**src/rtl/sinc3_pkg.sv**
```systemverilog
package sinc3_pkg;
  // Fixed-point constants for the full-scale and headroom thresholds.
  localparam int unsigned FRAC_SH   = 16;
  localparam int unsigned FS_MULT   = 62415; // 65536 / 1.05, rounded
  localparam int unsigned HEAD_MULT = 3277;  // 65536 * 0.05, rounded

  typedef enum logic [1:0] {
    CLIP_NONE = 2'd0,
    CLIP_HIGH = 2'd1,
    CLIP_LOW  = 2'd2
  } clip_e;
endpackage

```
**src/rtl/sinc3_rate_cfg.sv**
```systemverilog
module sinc3_rate_cfg
  import sinc3_pkg::*;
#(
  parameter int CODE_W    = 12,
  parameter int MIN_RATIO = 19,
  parameter int ACC_W     = 37
) (
  input  logic              clk,
  input  logic              rst,
  input  logic              restart,
  input  logic [CODE_W-1:0] rate_code,
  output logic [CODE_W-1:0] ratio,
  output logic [ACC_W-1:0]  full_scale,
  output logic [ACC_W-1:0]  limit
);
  localparam int PROD_W = ACC_W + FRAC_SH;
  localparam int SQ_W   = 2 * CODE_W;

  logic [CODE_W-1:0] eff_ratio;
  logic [CODE_W-1:0] ratio_q;
  logic [SQ_W-1:0]   sq_q;
  logic [ACC_W-1:0]  cube_q;
  logic [ACC_W-1:0]  fs_q;
  logic [ACC_W-1:0]  lim_q;
  logic [PROD_W-1:0] fs_prod;
  logic [PROD_W-1:0] head_prod;

  always_comb begin
    eff_ratio = (rate_code < CODE_W'(MIN_RATIO)) ? CODE_W'(MIN_RATIO) : rate_code;
    fs_prod   = PROD_W'(cube_q) * PROD_W'(FS_MULT);
    head_prod = PROD_W'(fs_q) * PROD_W'(HEAD_MULT);
  end

  // Ratio is latched only at reset or restart; thresholds follow it through
  // a free-running multiply pipeline that settles within four cycles.
  always_ff @(posedge clk) begin
    if (rst || restart) ratio_q <= eff_ratio;
    if (rst) begin
      sq_q   <= '0;
      cube_q <= '0;
      fs_q   <= '0;
      lim_q  <= '0;
    end else begin
      sq_q   <= {{CODE_W{1'b0}}, ratio_q} * {{CODE_W{1'b0}}, ratio_q};
      cube_q <= ACC_W'(sq_q) * ACC_W'(ratio_q);
      fs_q   <= ACC_W'(fs_prod >> FRAC_SH);
      lim_q  <= fs_q + ACC_W'(head_prod >> FRAC_SH);
    end
  end

  assign ratio      = ratio_q;
  assign full_scale = fs_q;
  assign limit      = lim_q;

  assert_ratio_floor_R2: assert property (@(posedge clk) disable iff (rst)
    ratio_q >= CODE_W'(MIN_RATIO));

  assert_ratio_hold_R8: assert property (@(posedge clk) disable iff (rst)
    !restart |=> $stable(ratio_q));
endmodule

```
**src/rtl/sinc3_front.sv**
```systemverilog
module sinc3_front #(
  parameter int CODE_W = 12,
  parameter int ORDER  = 3,
  parameter int ACC_W  = 37
) (
  input  logic              clk,
  input  logic              rst,
  input  logic              clr,
  input  logic              en,
  input  logic              bit_in,
  input  logic [CODE_W-1:0] ratio,
  output logic [ACC_W-1:0]  integ_out,
  output logic              tick
);
  logic [ACC_W-1:0]  acc [ORDER];
  logic [ACC_W-1:0]  step;
  logic [CODE_W-1:0] phase;

  // +1 for a one, -1 (all ones) for a zero; wrap-around arithmetic.
  assign step = bit_in ? ACC_W'(1) : {ACC_W{1'b1}};

  always_ff @(posedge clk) begin
    if (rst || clr) begin
      for (int k = 0; k < ORDER; k++) acc[k] <= '0;
    end else if (en) begin
      acc[0] <= acc[0] + step;
      for (int k = 1; k < ORDER; k++) acc[k] <= acc[k] + acc[k-1];
    end
  end

  always_ff @(posedge clk) begin
    if (rst || clr) begin
      phase <= '0;
      tick  <= 1'b0;
    end else begin
      tick <= 1'b0;
      if (en) begin
        if (phase == ratio - CODE_W'(1)) begin
          phase <= '0;
          tick  <= 1'b1;
        end else begin
          phase <= phase + CODE_W'(1);
        end
      end
    end
  end

  assign integ_out = acc[ORDER-1];

  assert_phase_range_R2: assert property (@(posedge clk) disable iff (rst)
    phase < ratio);
endmodule

```
**src/rtl/sinc3_combs.sv**
```systemverilog
module sinc3_combs #(
  parameter int ORDER = 3,
  parameter int ACC_W = 37
) (
  input  logic             clk,
  input  logic             rst,
  input  logic             clr,
  input  logic             tick,
  input  logic [ACC_W-1:0] integ_in,
  output logic [ACC_W-1:0] comb_out,
  output logic             comb_vld
);
  logic [ACC_W-1:0] chain [ORDER+1];
  logic [ACC_W-1:0] dly   [ORDER];

  assign chain[0] = integ_in;

  for (genvar g = 0; g < ORDER; g++) begin : g_diff
    assign chain[g+1] = chain[g] - dly[g];
  end

  always_ff @(posedge clk) begin
    if (rst || clr) begin
      for (int k = 0; k < ORDER; k++) dly[k] <= '0;
      comb_out <= '0;
      comb_vld <= 1'b0;
    end else begin
      comb_vld <= tick;
      if (tick) begin
        for (int k = 0; k < ORDER; k++) dly[k] <= chain[k];
        comb_out <= chain[ORDER];
      end
    end
  end
endmodule

```
**src/rtl/sinc3_out_stage.sv**
```systemverilog
module sinc3_out_stage
  import sinc3_pkg::*;
#(
  parameter int ACC_W  = 37,
  parameter int SETTLE = 4
) (
  input  logic                    clk,
  input  logic                    rst,
  input  logic                    clr,
  input  logic                    comb_vld,
  input  logic [ACC_W-1:0]        comb_in,
  input  logic [ACC_W-1:0]        full_scale,
  input  logic [ACC_W-1:0]        limit,
  input  logic                    rd_ack,
  output logic signed [ACC_W-1:0] out_word,
  output logic                    out_vld,
  output logic                    data_rdy,
  output logic                    ovr
);
  localparam int CNT_W = $clog2(SETTLE + 1);

  logic [CNT_W-1:0]        settle_cnt;
  logic signed [ACC_W-1:0] s_in;
  logic signed [ACC_W-1:0] lim_s;
  logic [ACC_W-1:0]        mag;
  logic                    over_fs;
  logic                    emit;
  clip_e                   clip;
  logic signed [ACC_W-1:0] clipped;

  always_comb begin
    s_in    = signed'(comb_in);
    lim_s   = signed'(limit);
    mag     = s_in[ACC_W-1] ? ACC_W'(-s_in) : ACC_W'(s_in);
    over_fs = mag > full_scale;
    if (s_in > lim_s)       clip = CLIP_HIGH;
    else if (s_in < -lim_s) clip = CLIP_LOW;
    else                    clip = CLIP_NONE;
    case (clip)
      CLIP_HIGH: clipped = lim_s;
      CLIP_LOW:  clipped = -lim_s;
      default:   clipped = s_in;
    endcase
    emit = comb_vld && (settle_cnt == CNT_W'(SETTLE - 1));
  end

  always_ff @(posedge clk) begin
    if (rst || clr) begin
      settle_cnt <= '0;
      out_word   <= '0;
      out_vld    <= 1'b0;
      data_rdy   <= 1'b0;
      ovr        <= 1'b0;
    end else begin
      out_vld <= emit;
      if (comb_vld && !emit) settle_cnt <= settle_cnt + CNT_W'(1);
      if (emit) begin
        out_word <= clipped;
        ovr      <= over_fs;
      end
      if (emit)        data_rdy <= 1'b1;
      else if (rd_ack) data_rdy <= 1'b0;
    end
  end

  logic [ACC_W-1:0] out_mag;
  assign out_mag = out_word[ACC_W-1] ? ACC_W'(-out_word) : ACC_W'(out_word);

  assert_restart_quiet_R3: assert property (@(posedge clk) disable iff (rst)
    clr |=> !out_vld);

  assert_within_limit_R4: assert property (@(posedge clk) disable iff (rst)
    out_vld |-> (out_mag <= limit));

  assert_flag_matches_R5: assert property (@(posedge clk) disable iff (rst)
    out_vld |-> (ovr == (out_mag > full_scale)));

  assert_ack_clears_R6: assert property (@(posedge clk) disable iff (rst)
    (rd_ack && !comb_vld) |=> !data_rdy);

  assert_valid_ready_R6: assert property (@(posedge clk) disable iff (rst)
    out_vld |-> data_rdy);

  assert_single_pulse_R7: assert property (@(posedge clk) disable iff (rst)
    out_vld |=> !out_vld);

  assert_word_hold_R7: assert property (@(posedge clk) disable iff (rst)
    (!comb_vld && !clr) |=> ($stable(out_word) && $stable(ovr)));
endmodule

```
**src/rtl/sinc3_decimator.sv**
```systemverilog
module sinc3_decimator #(
  parameter int CODE_W    = 12,
  parameter int ORDER     = 3,
  parameter int MIN_RATIO = 19,
  parameter int SETTLE    = ORDER + 1
) (
  input  logic                              clk,
  input  logic                              rst,
  input  logic                              bit_vld,
  input  logic                              bit_in,
  input  logic [CODE_W-1:0]                 rate_code,
  input  logic                              restart,
  input  logic                              rd_ack,
  output logic signed [ORDER*CODE_W:0]      out_word,
  output logic                              out_vld,
  output logic                              data_rdy,
  output logic                              ovr
);
  localparam int ACC_W = ORDER * CODE_W + 1;

  logic [CODE_W-1:0] ratio;
  logic [ACC_W-1:0]  full_scale;
  logic [ACC_W-1:0]  limit;
  logic [ACC_W-1:0]  integ_out;
  logic              tick;
  logic [ACC_W-1:0]  comb_out;
  logic              comb_vld;

  sinc3_rate_cfg #(
    .CODE_W(CODE_W), .MIN_RATIO(MIN_RATIO), .ACC_W(ACC_W)
  ) u_cfg (
    .clk(clk), .rst(rst), .restart(restart), .rate_code(rate_code),
    .ratio(ratio), .full_scale(full_scale), .limit(limit)
  );

  sinc3_front #(
    .CODE_W(CODE_W), .ORDER(ORDER), .ACC_W(ACC_W)
  ) u_front (
    .clk(clk), .rst(rst), .clr(restart), .en(bit_vld), .bit_in(bit_in),
    .ratio(ratio), .integ_out(integ_out), .tick(tick)
  );

  sinc3_combs #(
    .ORDER(ORDER), .ACC_W(ACC_W)
  ) u_combs (
    .clk(clk), .rst(rst), .clr(restart), .tick(tick), .integ_in(integ_out),
    .comb_out(comb_out), .comb_vld(comb_vld)
  );

  sinc3_out_stage #(
    .ACC_W(ACC_W), .SETTLE(SETTLE)
  ) u_out (
    .clk(clk), .rst(rst), .clr(restart), .comb_vld(comb_vld),
    .comb_in(comb_out), .full_scale(full_scale), .limit(limit),
    .rd_ack(rd_ack), .out_word(out_word), .out_vld(out_vld),
    .data_rdy(data_rdy), .ovr(ovr)
  );
endmodule

```
**config.mk**
```make
export PLATFORM = sky130hd
export DESIGN_NAME = sinc3_decimator
export DESIGN_NICKNAME = d
export VERILOG_FILES = /design/src/rtl/sinc3_pkg.sv /design/src/rtl/sinc3_rate_cfg.sv /design/src/rtl/sinc3_front.sv /design/src/rtl/sinc3_combs.sv /design/src/rtl/sinc3_out_stage.sv /design/src/rtl/sinc3_decimator.sv
export SDC_FILE = /design/constraint.sdc
export NUM_CORES = 2
export LEC_CHECK = 0
export BUFFER_PORTS_ARGS = -buffer_cell sky130_fd_sc_hd__buf_4
export CORE_MARGIN = 3
export CORE_UTILIZATION = 55
export DETAILED_ROUTE_END_ITERATION = 16
export GPL_ROUTABILITY_DRIVEN = 1
export PLACE_DENSITY = 0.78
export RECOVER_POWER = 25
export REMOVE_ABC_BUFFERS = 1
export SYNTH_ARGS = -nofsm -noshare
export SYNTH_HDL_FRONTEND = slang
export SYNTH_HIERARCHICAL = 1
export SYNTH_SLANG_ARGS = --single-unit
```
**constraint.sdc**
```tcl
create_clock -name clk -period 13.25 [get_ports clk]
set_clock_uncertainty 0.05 [all_clocks]
set_input_delay 1.325 -clock clk [delete_from_list [all_inputs] [get_ports clk]]
set_output_delay 1.325 -clock clk [all_outputs]
set_load 0.05 [all_outputs]
```
# Word level (Yosys, flattened, before mapping)
# Memories as Yosys holds them, arrays and structs flattened.
# Index checks and enable logic that the tools add are counted.
[op_classes]
muxes = 23
n_addsub = 12
reduce_logical = 6
multipliers = 4
n_bitwise = 7
n_eq_ne = 4
n_lt_le_gt_ge = 4
[op_table]
columns = ["cell", "n"]
rows = [
  ["$mux W37", 8],
  ["$add A37 B37 Y37", 3],
  ["$sub A37 B37 Y37", 3],
  ["$gt A37 B37 Y1", 2],
  ["$neg A37 Y37", 2],
  ["$pmux W37 S2", 1],
  ["$mul A37 B16 Y53 const B", 1],
  ["$mul A37 B12 Y49 const B", 1],
  ["$add A37 B33 Y37", 1],
  ["$lt A37 B37 Y1", 1],
  ["$mul A24 B12 Y36", 1],
  ["$mul A12 B12 Y24", 1],
  ["$add A12 B1 Y12 const B", 1],
  ["$eq A12 B12 Y1", 1],
  ["$lt A12 B5 Y1 const B", 1],
  ["$mux W12", 1],
  ["$sub A12 B1 Y12 const B", 1],
  ["$mux W1", 11],
  ["$or A1 B1 Y1", 6],
  ["$mux W2", 2],
  ["$add A3 B1 Y3 const B", 1],
  ["$eq A3 B2 Y1 const B", 1],
  ["$eq A2 B1 Y1 const B", 1],
  ["$eq A2 B2 Y1 const B", 1],
  ["other kinds (6)", 7],
]
[word_totals]
mem_bits_rw = 222
output_inout_bits = 40
ff_bits = 241
mem_count = 2
[mem_list]
columns = ["name", "words", "word_bits", "read_ports", "rd_ports_with_merged_regs", "wr", "line_no", "rtl"]
rows = [
  ["u_combs.dly", 3, 37, 3, 0, 3, "sinc3_combs.sv:14", "logic [ACC_W-1:0] dly [ORDER];"],
  ["u_front.acc", 3, 37, 3, 0, 3, "sinc3_front.sv:15", "logic [ACC_W-1:0] acc [ORDER];"],
]

# Longest topological paths before layout
[depth]
depth_word = 6
ltp_mapped = 38

# Modules after synthesis
# The synthesis kept the hierarchy.
[by_module_without_submodules]
columns = ["mod", "cells_per_inst", "n_inst", "area_each_um2"]
rows = [
  ["sinc3_rate_cfg", 3959, 1, 36884.1],
  ["sinc3_front", 1273, 1, 11190.7],
  ["sinc3_combs", 1166, 1, 10757.8],
  ["sinc3_out_stage", 795, 1, 6173.4],
]

# Worst setup path before layout
# No wires, ideal clock.
[synth_timing]
kind = "reg-to-reg"
startpoint = "memory u_front.acc[2][6], in the netlist u_front/acc[0][80]"
endpoint = "register u_combs.comb_out[36]"
stages_incl_launch_ff = 35
arrival_time_ns = 6.696
path_slack_ns = 6.387
setup_time_ns = 0.117
n_path_buf = 1
required_time_ns = 13.083
cell_sequence = "edfxtp_1 -> buf_4 -> ha_1 -> a21o_1 -> a21oi_1 -> nor2b_1 -> a211oi_1 -> a21oi_1 -> o21ai_0 -> a21oi_1 -> o31a_1 -> o21a_1 -> o21ai_0 -> o31a_1 -> ha_1 -> a21o_1 -> a21o_1 -> a2111oi_0 -> or3_1 -> o21ai_0 -> a21o_1 -> a21o_1 -> xor2_1 -> ha_1 -> or3_1 -> a21oi_1 -> or3_1 -> o211ai_1 -> o21ba_2 -> o21ai_1 -> a211oi_1 -> o21bai_1 -> a21oi_1 -> xor3_1 -> a22o_1"
[synth_lines]
columns = ["element", "line_no", "rtl"]
rows = [
  ["start: declaration", "sinc3_front.sv:15", ""],
  ["end signal: assignment", "sinc3_combs.sv:31", "comb_out <= chain[ORDER];"],
  ["end: declaration", "sinc3_combs.sv:10", "output logic [ACC_W-1:0] comb_out,"],
]

# Worst setup path in the final report
[layout_timing]
startpoint = "register u_cfg.fs_q[1], in the netlist u_cfg/full_scale[1]"
endpoint = "register u_cfg.lim_q[32], in the netlist u_cfg/limit[32]"
[layout_between]
elab_chain_cells = 2
[layout_rtl]
columns = ["element", "line_no", "rtl"]
rows = [
  ["start: declaration", "sinc3_rate_cfg.sv:23", "logic [ACC_W-1:0] fs_q;"],
  ["start signal: assignment", "sinc3_rate_cfg.sv:46", "fs_q <= ACC_W'(fs_prod >> FRAC_SH);"],
  ["$mul A37 B12 Y49", "sinc3_rate_cfg.sv:31", "head_prod = PROD_W'(fs_q) * PROD_W'(HEAD_MULT);"],
  ["$add A37 B33 Y37 *", "sinc3_rate_cfg.sv:47", "lim_q <= fs_q + ACC_W'(head_prod >> FRAC_SH);"],
  ["end signal: assignment", "sinc3_rate_cfg.sv:47", ""],
  ["end: declaration", "sinc3_rate_cfg.sv:24", "logic [ACC_W-1:0] lim_q;"],
]
# Mark *: on every way between the ends. The rest lies on a longest branch, timed or not.
# A chain may end at the register's enable or synchronous reset.

==> impl_metrics.json <==
{
  "violations": "capacitance limit, slew limit",
  "grt_max_degree": 75,
  "synth-seq-cells": 461,
  "path_common_cell": "ha_1",
  "fin_hold_ws_ns": 0.395,
  "netlist_instances": 7193,
  "critPathSlowestCell": "a2111oi_0",
  "cts_sinks": 461,
  "fill_cells": 9994,
  "cts_hold_buf": 0,
  "timing.rr.start": "u_cfg/full_scale[1]$_SDFF_PP0_",
  "synth.largest_area_cell": "fa_1",
  "yosys_warnings": 6,
  "hold_class": "reg2reg",
  "hold_viol": 0,
  "setup_viol": 0,
  "min_period_ns": 8.03,
  "fmax_ghz": 0.125,
  "rrSetupSlack_ns": 5.22,
  "io_pins": 58,
  "slew_headroom_pct": -58.5,
  "dp_hpwl_microns": 122000,
  "synth_cell_types": 112,
  "rsz0062_at_grt": "false",
  "num_vias": 49400,
  "drc": 0,
  "finalCritPeriodShare_pct": 60.6,
  "drtPass1Iterations": 5,
  "syn_area_sq_um": 65000,
  "nets": 8689,
  "syn_to_final_growth_pct": 5.08,
  "cts_tree": "yes",
  "syn_avg_cell_area_sq_um": 9.04,
  "synth_top_area_share_pct": 21.7,
  "avgRoutedWirePerCell_microns": 17.6,
  "via_per_inst": 5.71,
  "clk_pin_slew_worst_paths_ns": 0.06,
  "drtAntennaViolNets": 0,
  "routabilityCongestion": 0.940,
  "ys_async_sr_fraction_pct": 0,
  "worstSetupPathType": "reg2reg",
  "yosysMostFrequentCell": "inv_1",
  "timing.final.max_slew_violations": 241,
  "drive_gt1_share_pct": 3.21,
  "grt_pass1_wl_microns": 253000,
  "cp.required_ns": 13.73,
  "ys_top_cells_by_area": "fa_1 (22%), ha_1 (17%), edfxtp_1 (11%)",
  "worst_pin_slew_ns": 2.38,
  "yosysSeqAreaShare_pct": 17.8,
  "cap_violations": 6,
  "worst_skew_pair.late_latency_ns": 0.69,
  "synth_top_cells_by_count": "inv_1 (1,201), ha_1 (883), fa_1 (706)",
  "drtIter0Drc": 3098,
  "cp_data_arrival_time_ns": 8.50,
  "worstHoldPathCells": 2,
  "track_usage_pct": 25.1,
  "grt_pass1_vias": 51200,
  "crit_path_end_kind": "register",
  "drt_wl_total_microns": 152000,
  "ctsLongestPathBuffers": 3,
  "cp_slowest_stage_delay_ns": 0.73,
  "min_to": "u_out/out_word[7]$_SDFFE_PP0P_",
  "cts_setup_buffers": 0,
  "numCtsBuffers": 58,
  "startpoint_type": "register",
  "htreeDepth": 2,
  "die_area_sq_um": 122000,
  "r2r_end": "u_cfg/limit[32]$_SDFF_PP0_",
  "initial_core_util_pct": 55.7,
  "reg2regPathDepth": 28,
  "cts_repair_resize_count": 0,
  "grt_overflow": 0,
  "path_max_fanout": 9,
  "antenna_found_initial": 1,
  "port_buffers": 57,
  "diodes": 0,
  "dieWidth_microns": 350,
  "outcome": "finished, violations left",
  "core_sq_um": 117000,
  "synth_edf_count": 234,
  "ys.flop_type": "edfxtp_1",
  "die_y_microns": 350,
  "fin_tns_setup_ns": 0,
  "cts_root_buffer": "clkbuf_16",
  "min_from": "u_out/out_word[7]$_SDFFE_PP0P_",
  "rows": 125
}
==> routing by layer <==
layer	routed length (microns)	GRT usage (%)	vias to the layer above
met5	13	0	-
met4	4980	8.39	2
met3	7610	2.79	267
met2	72700	43.5	1347
met1	66900	32.8	23900
li1	-	-	23900
==> area by class of cell <==
class	count	area, sq um	share of cell area (%)
clock inverter	41	463	0.678
multi-input combinational	5276	47800	70.0
tap	1524	1910	2.79
inverter	1202	4510	6.61
clock buffer	68	1570	2.30
sequential	461	11600	16.9
timing repair buffer	83	450	0.659
==> placed cells by master, fill, tap and decap left out, types with 48 or more instances in the layout <==
cell type / netlist / routed
nand4_1: 84 / 84
edfxtp_1: 234 / 234
o21ai_0: 293 / 293
xnor2_1: 284 / 284
a21oi_1: 354 / 354
nor3_1: 97 / 96
o21a_1: 50 / 50
o21bai_1: 66 / 66
clkbuf_1: 192 / 48
and3_1: 87 / 87
nand2b_1: 55 / 55
nor2b_1: 54 / 54
a211oi_1: 60 / 60
xor2_1: 162 / 162
nand2_1: 481 / 480
inv_1: 1201 / 1200
clkbuf_16: 0 / 58
fa_1: 706 / 706
nor2_1: 397 / 396
ha_1: 883 / 883
a21o_1: 229 / 229
dfxtp_1: 227 / 227
and2_1: 282 / 280
nand3_1: 99 / 99
==> registers in the layout, indices dropped and copies added (netlist names), 3 cells and up <==
register	cells
u_front/acc	111
u_cfg/sq_q	23
u_cfg/full_scale	37
u_combs/dly	111
u_out/out_word	37
u_combs/comb_out	37
u_cfg/cube_q	36
u_cfg/limit	37
u_front/phase	12
u_out/settle_cnt	3
u_cfg/ratio	12
==> cell families (layout without fill, tap and decap cells) <==
kind of cell               count (synthesis)  after routing  share of synthesized area, %
other                                      2              5                        0.0116
xor gates and xnor gates                 447            447                          6.05
buffers and inverters                   1459           1394                          8.68
adders and majority gates               1589           1589                          38.7
AOI/OAI and AO/OA                       1431           1431                          14.6
DFF                                      461            461                          17.8
and+or+nand+nor                         1785           1785                          13.8
muxes                                     19             19                         0.308
==> per-stage QoR <==
step,util [%],instance area [sq um],setup WS [ns],cells
2_1_floorplan,-,63900,6.46,6939
3_3_place_gp,57.0,66500,5.43,8546
3_5_place_dp,57.0,66500,5.34,8546
4_1_cts,58.7,68500,5.31,8655
5_1_grt,58.5,68300,4.78,8655
6_report,58.5,68300,5.22,8655
==> worst max path at each step <==
| stage | start | end | cells after the start |
|---|---|---|---|
| after global routing | u_cfg/full_scale[7]$_SDFF_PP0_ | u_cfg/limit[36]$_SDFF_PP0_ | 26 |
| after CTS | u_cfg/full_scale[1]$_SDFF_PP0_ | u_cfg/limit[32]$_SDFF_PP0_ | 28 |
| after detailed placement | u_cfg/full_scale[1]$_SDFF_PP0_ | u_cfg/limit[32]$_SDFF_PP0_ | 28 |
| final | u_cfg/full_scale[1]$_SDFF_PP0_ | u_cfg/limit[32]$_SDFF_PP0_ | 28 |
| after floorplan | u_front/acc[0][75]$_SDFFCE_PN0P_ | u_combs/comb_out[36]$_SDFFE_PP0P_ | 33 |
| after global placement | u_cfg/full_scale[7]$_SDFF_PP0_ | u_cfg/limit[36]$_SDFF_PP0_ | 25 |
==> critical path, delay by kind of cell, from the launching register on <==
kind	cells	cell delay, ns
AOI/OAI and AO/OA	11	3.49
buffers and inverters	2	0.09
DFF	1	0.64
adders and majority gates	7	2.56
xor gates and xnor gates	3	0.52
and+or+nand+nor	5	0.55
Power is not shown: default switching activity piles up to over one toggle a cycle in this logic, so the estimate is an artifact.
